<file path="config.mk">
export PLATFORM = sky130hd
export DESIGN_NAME = lcd_pwr_seq
export DESIGN_NICKNAME = d
export VERILOG_FILES = /design/src/rtl/lpm_pkg.sv /design/src/rtl/lpm_mode_decode.sv /design/src/rtl/lpm_frame_timer.sv /design/src/rtl/lpm_power_fsm.sv /design/src/rtl/lpm_out_gate.sv /design/src/rtl/lcd_pwr_seq.sv
export SDC_FILE = /design/constraint.sdc
export NUM_CORES = 1
export LEC_CHECK = 0
export ABC_CLOCK_PERIOD_IN_PS = 2850
export BUFFER_PORTS_ARGS = -buffer_cell sky130_fd_sc_hd__buf_2
export CORE_AREA = 2 2 39 41
export CTS_CLUSTER_DIAMETER = 120
export DETAILED_ROUTE_END_ITERATION = 8
export DIE_AREA = 0 0 41 43
export PLACE_DENSITY = 0.65
export SLEW_MARGIN = 30
export SYNTH_ARGS = -nofsm -noshare
export SYNTH_HDL_FRONTEND = slang
export SYNTH_SLANG_ARGS = --single-unit
</file>
<file path="constraint.sdc">
create_clock -name clk -period 2.85 [get_ports clk]
set_clock_uncertainty 0.15 [all_clocks]
set_input_delay 0.57 -clock clk [delete_from_list [all_inputs] [get_ports clk]]
set_output_delay 0.57 -clock clk [all_outputs]
set_load 0.1 [all_outputs]
</file>
<file path="src/rtl/lpm_pkg.sv">
package lpm_pkg;
  typedef enum logic [1:0] {
    ST_OFF  = 2'd0,
    ST_UP   = 2'd1,
    ST_ON   = 2'd2,
    ST_DOWN = 2'd3
  } lpm_state_e;

  localparam logic [1:0] MODE_SAVE = 2'b00;
  localparam logic [1:0] MODE_RSVD = 2'b01;
  localparam logic [1:0] MODE_DOZE = 2'b10;
  localparam logic [1:0] MODE_NORM = 2'b11;
endpackage

</file>
<file path="src/rtl/lpm_mode_decode.sv">
module lpm_mode_decode
  import lpm_pkg::*;
(
  input  logic       clk,
  input  logic       rst_n,
  input  logic [1:0] mode_sel,
  output logic       want_off,
  output logic       doze_q
);
  logic want_off_q;

  // reserved code keeps the last accepted target
  always_comb begin
    if (mode_sel == MODE_RSVD) want_off = want_off_q;
    else                       want_off = (mode_sel == MODE_SAVE);
  end

  always_ff @(posedge clk or negedge rst_n) begin
    if (!rst_n) begin
      want_off_q <= 1'b1;
      doze_q     <= 1'b0;
    end else begin
      want_off_q <= want_off;
      if (mode_sel == MODE_DOZE)      doze_q <= 1'b1;
      else if (mode_sel == MODE_NORM) doze_q <= 1'b0;
    end
  end
endmodule

</file>
<file path="src/rtl/lpm_frame_timer.sv">
module lpm_frame_timer #(
  parameter int unsigned DELAY_FRAMES = 1
) (
  input  logic clk,
  input  logic rst_n,
  input  logic run,
  input  logic tick,
  output logic done
);
  localparam int unsigned NEED = DELAY_FRAMES + 1;
  localparam int unsigned CW   = $clog2(NEED + 1);

  logic [CW-1:0] cnt;

  assign done = run && tick && (cnt == CW'(NEED - 1));

  always_ff @(posedge clk or negedge rst_n) begin
    if (!rst_n)     cnt <= '0;
    else if (!run)  cnt <= '0;
    else if (done)  cnt <= '0;
    else if (tick)  cnt <= cnt + 1'b1;
  end
endmodule

</file>
<file path="src/rtl/lpm_power_fsm.sv">
module lpm_power_fsm
  import lpm_pkg::*;
(
  input  logic       clk,
  input  logic       rst_n,
  input  logic       want_off,
  input  logic       man_en,
  input  logic       done,
  output lpm_state_e state,
  output logic       timer_run
);
  lpm_state_e nxt;

  always_comb begin
    nxt = state;
    unique case (state)
      ST_OFF:  if (!want_off) nxt = man_en ? ST_ON : ST_UP;
      ST_UP: begin
        if (want_off)             nxt = ST_OFF;
        else if (man_en || done)  nxt = ST_ON;
      end
      ST_ON:   if (want_off) nxt = man_en ? ST_OFF : ST_DOWN;
      ST_DOWN: begin
        if (!want_off)            nxt = ST_ON;
        else if (man_en || done)  nxt = ST_OFF;
      end
      default: nxt = ST_OFF;
    endcase
  end

  assign timer_run = ((state == ST_UP) && !want_off) ||
                     ((state == ST_DOWN) && want_off);

  always_ff @(posedge clk or negedge rst_n) begin
    if (!rst_n) state <= ST_OFF;
    else        state <= nxt;
  end
endmodule

</file>
<file path="src/rtl/lpm_out_gate.sv">
module lpm_out_gate
  import lpm_pkg::*;
#(
  parameter int unsigned DATA_W = 8
) (
  input  lpm_state_e        state,
  input  logic              doze_q,
  input  logic              man_en,
  input  logic              man_on,
  input  logic              vblank_in,
  input  logic [DATA_W-1:0] src_data,
  input  logic              src_shift,
  input  logic              src_line,
  input  logic              src_frame,
  input  logic              src_ready,
  output logic [DATA_W-1:0] pnl_data,
  output logic              pnl_shift,
  output logic              pnl_line,
  output logic              pnl_frame,
  output logic              pnl_ready,
  output logic              pnl_pwr,
  output logic              vnd_flag,
  output logic              lut_ok,
  output logic              seq_run,
  output logic              busy
);
  logic sig_en;
  logic pix_en;

  assign sig_en    = (state != ST_OFF);
  assign pix_en    = sig_en && !doze_q;
  assign pnl_data  = pix_en ? src_data : '0;
  assign pnl_shift = pix_en && src_shift;
  assign pnl_line  = sig_en && src_line;
  assign pnl_frame = sig_en && src_frame;
  assign pnl_ready = sig_en && src_ready;
  assign vnd_flag  = sig_en && vblank_in;
  assign lut_ok    = sig_en;
  assign seq_run   = sig_en;
  assign busy      = (state == ST_UP) || (state == ST_DOWN);
  assign pnl_pwr   = man_en ? man_on : ((state == ST_ON) || (state == ST_DOWN));
endmodule

</file>
<file path="src/rtl/lcd_pwr_seq.sv">
module lcd_pwr_seq
  import lpm_pkg::*;
#(
  parameter int unsigned DATA_W       = 8,
  parameter int unsigned DELAY_FRAMES = 1
) (
  input  logic              clk,
  input  logic              rst_n,
  input  logic [1:0]        mode_sel,
  input  logic              man_pwr_en,
  input  logic              man_pwr_on,
  input  logic              frame_tick,
  input  logic              vblank_in,
  input  logic [DATA_W-1:0] src_data,
  input  logic              src_shift,
  input  logic              src_line,
  input  logic              src_frame,
  input  logic              src_ready,
  output logic [DATA_W-1:0] pnl_data,
  output logic              pnl_shift,
  output logic              pnl_line,
  output logic              pnl_frame,
  output logic              pnl_ready,
  output logic              pnl_pwr,
  output logic              vnd_flag,
  output logic              lut_ok,
  output logic              seq_run,
  output logic              busy
);
  logic       want_off;
  logic       doze_q;
  logic       timer_run;
  logic       timer_done;
  lpm_state_e state;

  lpm_mode_decode u_dec (
    .clk      (clk),
    .rst_n    (rst_n),
    .mode_sel (mode_sel),
    .want_off (want_off),
    .doze_q   (doze_q)
  );

  lpm_frame_timer #(.DELAY_FRAMES(DELAY_FRAMES)) u_tmr (
    .clk   (clk),
    .rst_n (rst_n),
    .run   (timer_run),
    .tick  (frame_tick),
    .done  (timer_done)
  );

  lpm_power_fsm u_fsm (
    .clk       (clk),
    .rst_n     (rst_n),
    .want_off  (want_off),
    .man_en    (man_pwr_en),
    .done      (timer_done),
    .state     (state),
    .timer_run (timer_run)
  );

  lpm_out_gate #(.DATA_W(DATA_W)) u_gate (
    .state     (state),
    .doze_q    (doze_q),
    .man_en    (man_pwr_en),
    .man_on    (man_pwr_on),
    .vblank_in (vblank_in),
    .src_data  (src_data),
    .src_shift (src_shift),
    .src_line  (src_line),
    .src_frame (src_frame),
    .src_ready (src_ready),
    .pnl_data  (pnl_data),
    .pnl_shift (pnl_shift),
    .pnl_line  (pnl_line),
    .pnl_frame (pnl_frame),
    .pnl_ready (pnl_ready),
    .pnl_pwr   (pnl_pwr),
    .vnd_flag  (vnd_flag),
    .lut_ok    (lut_ok),
    .seq_run   (seq_run),
    .busy      (busy)
  );
endmodule

</file>
# Yosys cells after proc, flatten, opt, wreduce, memory -nomap -nowiden
# Cells that the tools add are included.
# W data, S select, Z words.
[word_totals]
word_cells = 55
latch_bits = 0
mem_bits_ro = 0
out_inout_bits = 17
reg_bits = 6
n_memories = 0
mem_bits_rw = 0
[classes]
n_lt_le_gt_ge = 0
mux = 17
bitwise = 0
div = 0
n_eq_ne = 12
n_mul = 0
add_sub_neg = 1
n_reduce_logical = 21
n_shift = 0
[ops]
columns = ["cell", "n"]
rows = [
  ["$mux W2", 11],
  ["$logic_and A1 B1 Y1", 10],
  ["$ne A3 B2 Y1 const B", 3],
  ["$eq A2 B2 Y1 const B", 4],
  ["$mux W8", 1],
  ["$pmux W2 S4", 1],
  ["$eq A2 B1 Y1 const B", 3],
  ["$logic_not A2 Y1", 2],
  ["$logic_or A1 B1 Y1", 4],
  ["$mux W1", 4],
  ["$ne A2 B2 Y1 const B", 2],
  ["$reduce_and A4 Y1", 1],
  ["$reduce_bool A2 Y1", 2],
  ["$add A2 B1 Y2 const B", 1],
  ["$logic_not A1 Y1", 2],
]

# Depth between registers and ports, before layout
[logic_depth]
word_depth = 11
depth_mapped = 3
ltp_nobuf = 3

# Modules after synthesis
# Synthesis repeated with hierarchy kept, for this count alone.
[hier_totals]
cells_unflattened = 40
hier_area_um2 = 380.4
[modules_own_cells]
columns = ["module", "n_inst", "area_per_inst_um2", "cells_each"]
rows = [
  ["lpm_out_gate", 1, 130.1, 19],
  ["lpm_power_fsm", 1, 93.8, 8],
  ["lpm_frame_timer", 1, 82.6, 7],
  ["lpm_mode_decode", 1, 73.8, 6],
]

# Worst setup path before layout
# No wires, ideal clock.
[synth_timing]
path_kind = "input-to-output"
startpoint = "input src_frame"
endpoint = "output pnl_frame"
t_required_ps = 2130
arrival_time_ps = 1904
path_slack_ps = 226
path_stages = 1
n_path_buf = 0
path_cell_list = "nor2b_1"
[synth_via]
elab_chain_cells = 1
[synth_rtl]
columns = ["element", "line_no", "text"]
rows = [
  ["from (decl)", "lcd_pwr_seq.sv:17", "input logic src_frame,"],
  ["$logic_and A1 B1 Y1", "lpm_out_gate.sv:35", "assign pnl_frame = sig_en && src_frame;"],
  ["to (decl)", "lcd_pwr_seq.sv:22", "output logic pnl_frame,"],
]
# No other way between the ends.

# Worst setup path after layout
[layout_timing]
startpoint = "register u_fsm.state[1]"
endpoint = "output pnl_shift"
[layout_via]
elab_chain_cells = 3
[layout_rtl]
columns = ["element", "line_no", "text"]
rows = [
  ["from (decl)", "lpm_power_fsm.sv:9", "output lpm_state_e state,"],
  ["from (signal assigned)", "lpm_power_fsm.sv:36", "else state <= nxt;"],
  ["$reduce_bool A2 Y1", "lpm_out_gate.sv:30", "assign sig_en = (state != ST_OFF);"],
  ["$logic_and A1 B1 Y1", "lpm_out_gate.sv:31", "assign pix_en = sig_en && !doze_q;"],
  ["$logic_and A1 B1 Y1", "lpm_out_gate.sv:33", "assign pnl_shift = pix_en && src_shift;"],
  ["to (decl)", "lcd_pwr_seq.sv:20", "output logic pnl_shift,"],
]
# No other way between the ends.

==> results.py <==
metrics = {
    "power_and_ir_drop": {
        "ir_drop_uv": 280,
        "total_leakage_power_nw": 0.336,
        "power_density_mw_per_mm2": 688,
    },
    "global_routing": {
        "grt_pass1_wl_mm": 1.49,
        "grt_util_all_layers_pct": 13.0,
        "grt_antenna_before_repair": 0,
        "grt_max_degree": 10,
        "overflow": 0,
        "grt_pass1_vias": 371,
    },
    "detailed_routing": {
        "drt_pass1_iterations": 4,
        "drc": 0,
        "wl_per_cell_um": 10.3,
        "drt-total-wl_um": 986,
        "vias_per_cell": 4.47,
        "ant_nets": 0,
        "drt_iter0_drc": 7,
        "vias": 429,
    },
    "timing": {
        "grt_setup_unrepaired": "false",
        "setup-tns-final_ns": 0,
        "holdWs_ns": 0.366,
        "hold_violations": 0,
        "max_freq_ghz": 0.409,
        "fin_crit_sh_pct": 85.7,
        "min_period_ns": 2.44,
        "slew_headroom_pct": 67.5,
        "slew_viol_final": 0,
        "worst_slew_pin_slew_ns": 0.491,
        "setup_viol": 0,
    },
    "critical_path": {
        "cpMostUsedCell": "nor2_1",
        "arrival_ns": 1.72,
        "crit_path_start": "u_fsm.state[1]$_DFFE_PN0P_",
        "cp-start-kind": "flip-flop",
        "path_delay_family": "simple AND/OR/NAND/NOR gates",
        "path_cells": "nor2_1, nor2_1, and2_1, buf_2",
        "cp_max_fo": 9,
        "max_stage_delay_ns": 0.42,
        "worst_setup_path_end_kind": "output port",
        "cp_num_buf_inv": 1,
        "worst_path_max_delay_cell": "buf_2",
        "cp.required_ns": 2.13,
        "crit_type": "reg2out",
        "worstReg2RegStart": "u_dec.want_off_q$_DFF_PN1_",
    },
    "logic_synthesis": {
        "syn_avg_cell_area_um2": 9.40,
        "synth_area_leaders": "dfrtp_1, and2_1, dfstp_2",
        "ys_types": 19,
        "synth_warnings": 0,
        "ys_seq_area_share_pct": 39.3,
        "synthCells": 41,
        "synth_seq_cells": 6,
        "syn_area_um2": 385,
        "synth_top_area_share_pct": 32.5,
        "synth_area_leader_cell": "dfrtp_1",
        "synth_fp_nets": 61,
    },
    "floorplan": {
        "start_util_pct": 27.8,
        "dieArea_mm2": 0.00176,
        "die_h_um": 43,
        "die_w_um": 41,
        "core-area_mm2": 0.00138,
        "ioPinCount": 37,
        "placementRows": 14,
    },
    "hold_path": {
        "min_from": "mode_sel[0]",
        "hold_class": "in2reg",
    },
    "clock_tree": {
        "cts_tree": "yes",
        "cts_resized": 0,
        "cts_setup_buffers": 0,
        "cts_htree_levels": 1,
        "clock_latency_ns": 0.25,
        "cts_root_buffer": "clkbuf_4",
        "clockBufferDepth": 2,
        "cts_sinks": 6,
        "cts_buffers": 3,
        "holdBufCountCts": 1,
        "clkTransAtPathRegs_ns": 0.05,
    },
    "outcome": {
        "outcome": "completed",
    },
    "finish": {
        "syn_to_final_growth_pct": 58.4,
        "nets": 101,
        "drive_above_1_share_pct": 55.0,
        "diodes": 0,
    },
    "job": {
        "maxCapViolCount": 0,
    },
    "placed_design": {
        "dp_hpwl_um": 807,
        "io_buffers": 36,
        "gp_congestion": 0.673,
    },
}
-- layout make-up --
| type | count | area [µm²] |
|---|---|---|
| inverters | 2 | 7.51 |
| fillers | 138 | 773 |
| repair buffers | 37 | 190 |
| clock buffers | 4 | 26.3 |
| well taps | 16 | 20.0 |
| flip-flops and latches | 6 | 151 |
| multi-input cells | 31 | 215 |
-- kinds of logic after synthesis --
| family | count (synthesis) | synth area share (%) |
|---|---|---|
| AOI/OAI and AO/OA | 3 | 9.09 |
| xor gates and xnor gates | 1 | 2.27 |
| buffers and inverters | 4 | 4.87 |
| DFF | 6 | 39.3 |
| muxes | 2 | 5.52 |
| and+or+nand+nor | 25 | 39.0 |
-- final timing paths --
check,end,slack (ns),cells past startpoint
max,pnl_shift,0.41,4
min,u_dec.doze_q$_DFFE_PN0P_,0.37,2
max reg2reg,u_tmr.cnt[1]$_DFFE_PN0P_,1.48,3
min reg2reg,u_dec.doze_q$_DFFE_PN0P_,0.37,2
max in group asynchronous,u_dec.want_off_q$_DFF_PN1_,1.81,2
min in group asynchronous,u_tmr.cnt[1]$_DFFE_PN0P_,0.51,2
-- registers in the layout, indices dropped and copies added, names as in the netlist --
name / flops
u_dec.doze_q: 1
u_fsm.state: 2
u_tmr.cnt: 2
u_dec.want_off_q: 1
-- synth_stat cells --
| cell | count |
|---|---|
| and4b_1 | 1 |
| o21a_4 | 1 |
| nor2b_1 | 4 |
| nand2_1 | 2 |
| clkbuf_1 | 1 |
| buf_4 | 1 |
| dfrtp_1 | 5 |
| and2_1 | 9 |
| a21oi_1 | 1 |
| nor2_1 | 3 |
| inv_1 | 2 |
| a2111oi_2 | 1 |
| nor2b_4 | 1 |
| dfstp_2 | 1 |
| xor2_1 | 1 |
| or2_1 | 1 |
| mux2_2 | 1 |
| mux2i_1 | 1 |
| nor3_1 | 4 |
-- worst register-to-register path, delay by kind of cell, from the launching register on --
family	cells	cell delay [ns]
compound gates	2	0.54
flops	1	0.53
simple gates	1	0.05
-- metrics by stage --
step           total power [W]  instances  utilization, %  setup WS, ns  area, µm²
5_1_grt               0.000437         96            44.1         0.195        611
4_1_cts               0.000425         96            44.1         0.385        611
3_5_place_dp          0.000333         91            41.5         0.657        574
3_3_place_gp          0.000332         91            41.5         0.724        574
2_1_floorplan         0.000296         41               -         0.226        385
6_report              0.000420         96            44.1         0.406        611
-- cells in the final DEF, fill, tap and decap left out, drive strengths merged --
cell / netlist / layout
a2111oi: 1 / 1
xor2: 1 / 1
a21oi: 1 / 1
o21a: 1 / 1
dfstp: 1 / 1
mux2i: 1 / 1
mux2: 1 / 1
nor3: 4 / 4
and4b: 1 / 1
nand2: 2 / 2
and2: 9 / 9
dfrtp: 5 / 5
dlygate4sd3: 0 / 1
or2: 1 / 1
inv: 2 / 2
nor2b: 5 / 5
nor2: 3 / 3
clkbuf: 1 / 4
buf: 1 / 36
-- routing by layer --
layer	wire (µm)	global-route usage [%]
met2	517	20.0
met4	29	12.0
met3	84	1.57
met5	0	0
met1	355	14.2
-- where the power goes --
| part | switching [W] | internal (W) |
|---|---|---|
| Clock | 0.0000351 | 0.0000533 |
| Combinational | 0.000192 | 0.0000416 |
| Sequential | 0.00000589 | 0.0000920 |
| Total | 0.000233 | 0.000187 |
(Power assumes the default switching activity.)
